**src/rtl/uart_sleep_rx.sv**
```systemverilog
module uart_sleep_rx (
  input  logic       clk,
  input  logic       rst_n,
  input  logic       os_tick,
  input  logic       rxd,
  input  logic       rx_en,
  input  logic [1:0] cfg_len,
  input  logic       cfg_par_en,
  input  logic       cfg_par_odd,
  input  logic       cfg_two_stop,
  input  logic       cfg_sleep,
  input  logic       cfg_rts_en,
  input  logic       rd_strobe,
  output logic [8:0] rx_data,
  output logic       ready,
  output logic       overrun,
  output logic       frame_err,
  output logic       parity_err,
  output logic       err_sum,
  output logic       rx_irq,
  output logic       rts_n
);
  typedef enum logic [2:0] {IDLE, START, DATA, PAR, STOP1, STOP2} st_t;
  st_t st;
  logic       rx_q, prev, stop1_bad, par_bad;
  logic [3:0] cnt, bitn, nbits;
  logic [8:0] sh;
  logic       msb, mid, xfer, keep, fe_now;

  always_comb begin
    case (cfg_len)
      2'd0:    nbits = 4'd7;
      2'd2:    nbits = 4'd9;
      default: nbits = 4'd8;
    endcase
  end

  assign msb    = sh[nbits-4'd1];
  assign mid    = os_tick && (cnt == 4'd15);
  assign xfer   = mid && ((st == STOP1 && !cfg_two_stop) || st == STOP2);
  assign keep   = !cfg_sleep || msb;
  assign fe_now = (st == STOP2) ? (stop1_bad || !rx_q) : !rx_q;
  assign err_sum = overrun || frame_err || parity_err;
  assign rts_n  = !(cfg_rts_en && rx_en && st == IDLE);

  always_ff @(posedge clk or negedge rst_n) begin
    if (!rst_n) begin
      rx_q <= 1'b1; prev <= 1'b1; st <= IDLE; cnt <= '0; bitn <= '0; sh <= '0;
      stop1_bad <= 1'b0; par_bad <= 1'b0; rx_data <= '0;
      ready <= 1'b0; overrun <= 1'b0; frame_err <= 1'b0; parity_err <= 1'b0; rx_irq <= 1'b0;
    end else begin
      rx_q   <= rxd;
      rx_irq <= 1'b0;
      if (!rx_en) begin
        st <= IDLE; prev <= 1'b1;
        ready <= 1'b0; overrun <= 1'b0; frame_err <= 1'b0; parity_err <= 1'b0;
      end else begin
        if (rd_strobe) begin
          ready <= 1'b0; frame_err <= 1'b0; parity_err <= 1'b0;
        end
        if (os_tick) begin
          case (st)
            IDLE: begin
              prev <= rx_q;
              if (prev && !rx_q) begin st <= START; cnt <= '0; end
            end
            START: begin
              if (cnt == 4'd7) begin
                cnt <= '0;
                if (rx_q) begin st <= IDLE; prev <= 1'b1; end
                else begin st <= DATA; bitn <= '0; sh <= '0; par_bad <= 1'b0; end
              end else cnt <= cnt + 4'd1;
            end
            default: begin
              cnt <= cnt + 4'd1;
              if (cnt == 4'd15) begin
                case (st)
                  DATA: begin
                    sh[bitn] <= rx_q;
                    bitn <= bitn + 4'd1;
                    if (bitn == nbits - 4'd1) st <= cfg_par_en ? PAR : STOP1;
                  end
                  PAR: begin
                    par_bad <= (^sh ^ rx_q) != cfg_par_odd;
                    st <= STOP1;
                  end
                  STOP1: begin
                    stop1_bad <= !rx_q;
                    if (cfg_two_stop) st <= STOP2;
                  end
                  default: ;
                endcase
              end
            end
          endcase
        end
        if (xfer) begin
          st   <= IDLE;
          prev <= rx_q;
          if (keep) begin
            rx_data    <= sh;
            ready      <= 1'b1;
            overrun    <= overrun || ready;
            frame_err  <= fe_now;
            parity_err <= par_bad;
            rx_irq     <= !ready;
          end
        end
      end
    end
  end
endmodule

```
**config.mk**
```make
export PLATFORM = sky130hd
export DESIGN_NAME = uart_sleep_rx
export DESIGN_NICKNAME = d
export VERILOG_FILES = /design/src/rtl/uart_sleep_rx.sv
export SDC_FILE = /design/constraint.sdc
export NUM_CORES = 1
export LEC_CHECK = 0
export BUFFER_PORTS_ARGS = -buffer_cell sky130_fd_sc_hd__buf_2
export CORE_AREA = 2 2 63 88
export CTS_CLUSTER_SIZE = 40
export DETAILED_ROUTE_END_ITERATION = 8
export DIE_AREA = 0 0 65 90
export SLEW_MARGIN = 20
export SYNTH_ARGS = -nofsm -noshare
export SYNTH_HDL_FRONTEND = slang
export SYNTH_SLANG_ARGS = --single-unit
```
**constraint.sdc**
```tcl
create_clock -name clk -period 2.3 [get_ports clk]
set_input_delay 0.46 -clock clk [delete_from_list [all_inputs] [get_ports clk]]
set_output_delay 0.46 -clock clk [all_outputs]
set_load 0.02 [all_outputs]
```
Word-level counts from Yosys, hierarchy flattened:

Index checks and enable logic that the tools add are counted.

* input port bits: 13
* word-level logic and storage cells: 141
* flip-flop bits (word level): 38
* output and inout bits: 16

* bitwise gates (word level): 3
* $add $sub $neg: 3
* eq/ne operators: 24
* reductions and logical operators: 33
* $lt $le $gt $ge: 3
* multiplexer cells: 61

Operator list (count)
* $mux 9: 4
* $mux 1: 30
* $mux 3: 9
* $mux 4: 6
* $pmux 4 s2: 3
* $reduce_and 7->1: 3
* $pmux 9 s2: 1
* $lt 4x5->1 const B: 2
* $bwmux 9: 1
* $pmux 3 s3: 1
* $reduce_xor 9->1: 1
* $add 4x1->4 const B: 2
* $ne 4x4->1 const B: 2
* $logic_and 1x1->1: 7
* $ne 7x1->1 const B: 1
* $eq 3x2->1 const B: 2
* $eq 3x3->1 const B: 2
* $logic_or 1x1->1: 6
* $ne 2x2->1 const B: 3
* $ne 6x4->1 const B: 1
* $ne 6x6->1 const B: 1
* $pmux 3 s2: 1
* $reduce_and 3->1: 2
* $reduce_bool 2->1: 3
* 26 further kinds: 33

Logic depth before layout (Yosys ltp):

* depth in word-level cells: 11
* mapped depth: 7
* gate-level depth less buffers: 6

Worst setup path after synthesis:

OpenSTA, ideal clock, no wires.

* path type: register to register
* start: reg rx_q
* end: reg sh[3]
* arrival time: 1.893 ns
* data required time: 2.180 ns
* stages on the path, launching flop included: 7
* path slack: 0.287 ns
* clock period less this slack: 2.013 ns
* setup time: 0.120 ns
* path buffers: 1
* cell sequence: dfstp_2 -> buf_6 -> or4b_4 -> a211oi_4 -> nor3b_4 -> nand2_1 -> a31o_1

* longest elaborated chain between the ends: 4
* elaborated cells on any way between the ends: 6
* those cells by class: eq/ne (1); mux (4); reduce/logical (1)

RTL lines
* start: declaration: RTL line 25 `logic rx_q, prev, stop1_bad, par_bad;`
* start signal: assignment: RTL line 52 `rx_q <= rxd;`
* $bwmux 9: RTL line 79 `sh[bitn] <= rx_q;`
* $mux 9: RTL line 77 `case (st)`
* $mux 9: RTL line 76 `if (cnt == 4'd15) begin`
* $pmux 9 s2: RTL line 62 `case (st)`
* end signal: indexed assignment: RTL line 79
* end: declaration: RTL line 27 `logic [8:0] sh;`

Several ways; a longest one is shown, not always the timed one. The select of a mux whose other input is x is not followed.
A chain may end at the register's enable or synchronous reset.

Final worst setup path:

* start: reg st[2]
* end: out rts_n

* longest elaborated chain between the ends: 3

RTL lines
* start: declaration: RTL line 24 `st_t st;`
* start signal: assignment: RTL line 81 `if (bitn == nbits - 4'd1) st <= cfg_par_en ? PAR : STOP1;`
* $logic_not 3->1: RTL line 44 `assign rts_n = !(cfg_rts_en && rx_en && st == IDLE);`
* $logic_and 1x1->1: RTL line 44
* $logic_not 1->1: RTL line 44
* end: declaration: RTL line 21 `output logic rts_n`

No other way between the ends.

==> results.md <==
* Pwr dens at around 620 nW/um2
* #FFs+latches synth at 38
* Final Critical Period at between 2000 and 2500 ps
* CTS resizes at 0
* Most frequent cells in the layout: dfrtp_1, nand2_1, buf_2
* Final setup vio count at 0
* Clk pwr share at 0.298
* Worst reg2reg path startpoint: cnt[0]
* DR vias at 1763
* Hold Buf Count CTS at 0
* CTS root buffer: clkbuf_8
* Status: finished clean
* Post-Synthesis Cells at 223
* Clock Latency Late Sink at between 200 and 300 ps
* Critical path class: reg -> out
* Worst r2r dst: frame_err
* # rows at 31
* Synth area leader: dfrtp_1
* EDFF count, synth at 0
* Die width at about 65 um
* Largest net degree at the start of global routing at 39
* Syn Nets at ~240
* DRC Markers at 0
* IO Pins at 29
* Core ar. at ~5000 um2
* Yosys top cell area share at 0.411
* Comb power frac at 0.238
* Crit-path cells: buf_4, nor3_1, buf_4, nand3_1, buf_2
* Sequential share of power at 0.464
* CP Data Arrival Time at between 1500 and 2000 ps
* Buffers added on ports at 28
* CP required at 1840 ps
* Setup WS post-layout at approximately 210 ps
* DRT iter0 DRCs at 93
* Worst Path Max Fanout at 8
* Total power at about 1600 uW
* Period utilization at 0.909
* DRT Pass-1 Iters at 4
* Layout cells sized above 1 at 0.287
* Max-slew violation count at 0
* Initial antenna violation count at 0
* Drt via density at roughly 5.4
* Max-Cap Viols at 0
* Synth-to-Final Area Change at 16.8%
* First-pass GRT wire length at 8.38 mm
* DR WL/cell at around 15 um
* Hold WS at 269 ps
* Multi-input logic area at 1170 um2
* Hold Path Depth at 1
* CTS buffer count at 5
* HPWL Detailed at ~3.7 mm
* Fin Setup TNS at 0 ps
* Worst IR Drop VDD at 475 uV
* CP dominant cell by count: buf_4
* Fill count at ~480
* Die height at 90 um
* Clock sink total at 38
* GR Layer Usage met1 at 0.218
* Vias in the first global route at around 1800
* Sequential element share of the synthesized area at 0.435
* Post-Syn Area at roughly 2200 um2
* Final GP Congestion at about 0.94
* Post-synthesis cell type count at just over 50
* Total gr overflow at 0
* Crit. End Element: output pin
* Setup repair bufs after CTS at 0
* Leak Pwr at ~0.0012 uW
* Clock Tree Buf Depth at 2
* Critical Path Start Type: flop
* Most common cell after layout, fill and taps aside: dfrtp_1
* GRT Overall Usage at 0.183
* Total die area at between 5000 and 6000 um2
* Reg2reg setup slack at between 200 and 250 ps
* Largest cells by area after synthesis: dfrtp_1, mux2_2, nand2_1
* M3 GR Usage at 0.0313
* Max incr delay on CP at 490 ps
* Slew at the pin closest to its max-slew limit at 847 ps
* Drt total wl at 4.83 mm
* NetSw at 479 uW
* GR Util met2 at 0.320
* Internal cell power at around 1100 uW
* Dominant synthesized flop cell: dfrtp_1
* Most used routing layer: met2
* Ant. Diodes at 0
* Crit-path slowest cell: dfrtp_1
* Post-Route Skew at roughly 5.2 ps
* Mapped Avg Cell Area at approximately 9.8 um2
* Worst rel slew slack at 0.435
* Async SR Flop Fraction at 1.00
* Max Clk Rate at between 400 and 500 MHz
* Reg clk slew, reported paths at roughly 70 ps
* HP Class: in -> reg
* H-tree levels at 2
* R2R cell count at 6
* CTS tree: built
* Synth Warn # at 0
* Hold Path Origin: rxd
* Fin. Hold Viols at 0
* Unrepaired setup endpoints after global routing: false
* Nets at 278
* Initial Util at 0.432
* Place WS at between 150 and 200 ps
* Hold endpoint: rx_q
* Switching portion of total power at 0.299
* FF+latch area at between 900 and 1000 um2
* Number of routed nets with antenna violations at 0
[power by group through the flow]
stage / combinational, uW / sequential [uW] / clock [uW]
global placement: 384 / 754 / 0
CTS: 384 / 741 / 494
detailed placement: 383 / 754 / 0
finish: 380 / 742 / 477
global route: 425 / 749 / 527
floorplan: 252 / 736 / 0
[metrics by stage]
stage,instance area (um2),instances,utilization
after floorplan,2190,223,-
after CTS,2560,327,0.504
after global placement,2470,319,0.486
final,2560,327,0.504
after detailed placement,2470,319,0.486
after global routing,2560,327,0.504
[layout make-up]
type	count	area share
Multi-Input combinational cell	169	0.457
Timing Repair Buffer	42	0.0957
Clock inverter	2	0.00488
Clock buffer	6	0.0322
Inverter	4	0.00586
Sequential cell	38	0.372
Tap cell	66	0.0322
[logic make-up (layout without fill, tap and decap cells)]
logic type      after synthesis  after routing  synth area share
xor+xnor                     12             12            0.0479
buf+inv                      16             54            0.0314
mux                          14             14            0.0707
simple gates                 83             83             0.212
fa+ha+maj                     5              5            0.0285
compound gates               55             55             0.175
flops                        38             38             0.435
[metal layers]
| metal | wire (um) | part of all wire |
|---|---|---|
| met1 | 2070 | 0.43 |
| met2 | 2500 | 0.52 |
| met3 | 121 | 0.025 |
| met4 | 130 | 0.027 |
| met5 | 0 | 0 |
[worst max-delay path: cells and delay by family, from the launching register on]
kind	cells	cell delay [ps]
buffers and inverters	3	550
DFF	1	490
and+or+nand+nor	2	310
[registers in the layout, summed over array words and instances (netlist names)]
signal / flops
rx_data: 9
sh: 9
bitn: 4
cnt: 4
st: 3
frame_err: 1
overrun: 1
par_bad: 1
parity_err: 1
prev: 1
ready: 1
rx_irq: 1
rx_q: 1
stop1_bad: 1
[worst max-delay path by stage]
stage / startpoint / end
2_1_floorplan: rx_q / sh[3]
3_3_place_gp: cfg_len[1] / frame_err
3_5_place_dp: cfg_len[1] / parity_err
4_1_cts: st[2] / rts_n
5_1_grt: cnt[1] / frame_err
6_report: st[2] / rts_n
[cell usage after synthesis (4+ instances only)]
master	count
nand2b_1	4
nor2_1	8
o21ai_0	13
a31o_2	4
xnor2_1	8
xor2_1	4
inv_1	4
nand2_1	29
nor2b_1	7
ha_1	5
mux2_2	12
dfrtp_1	36
a31o_1	4
nor3_1	4
clkbuf_1	10
a21oi_1	14
nand3_1	5
No activity file was read; power rests on OpenSTA's default activity.
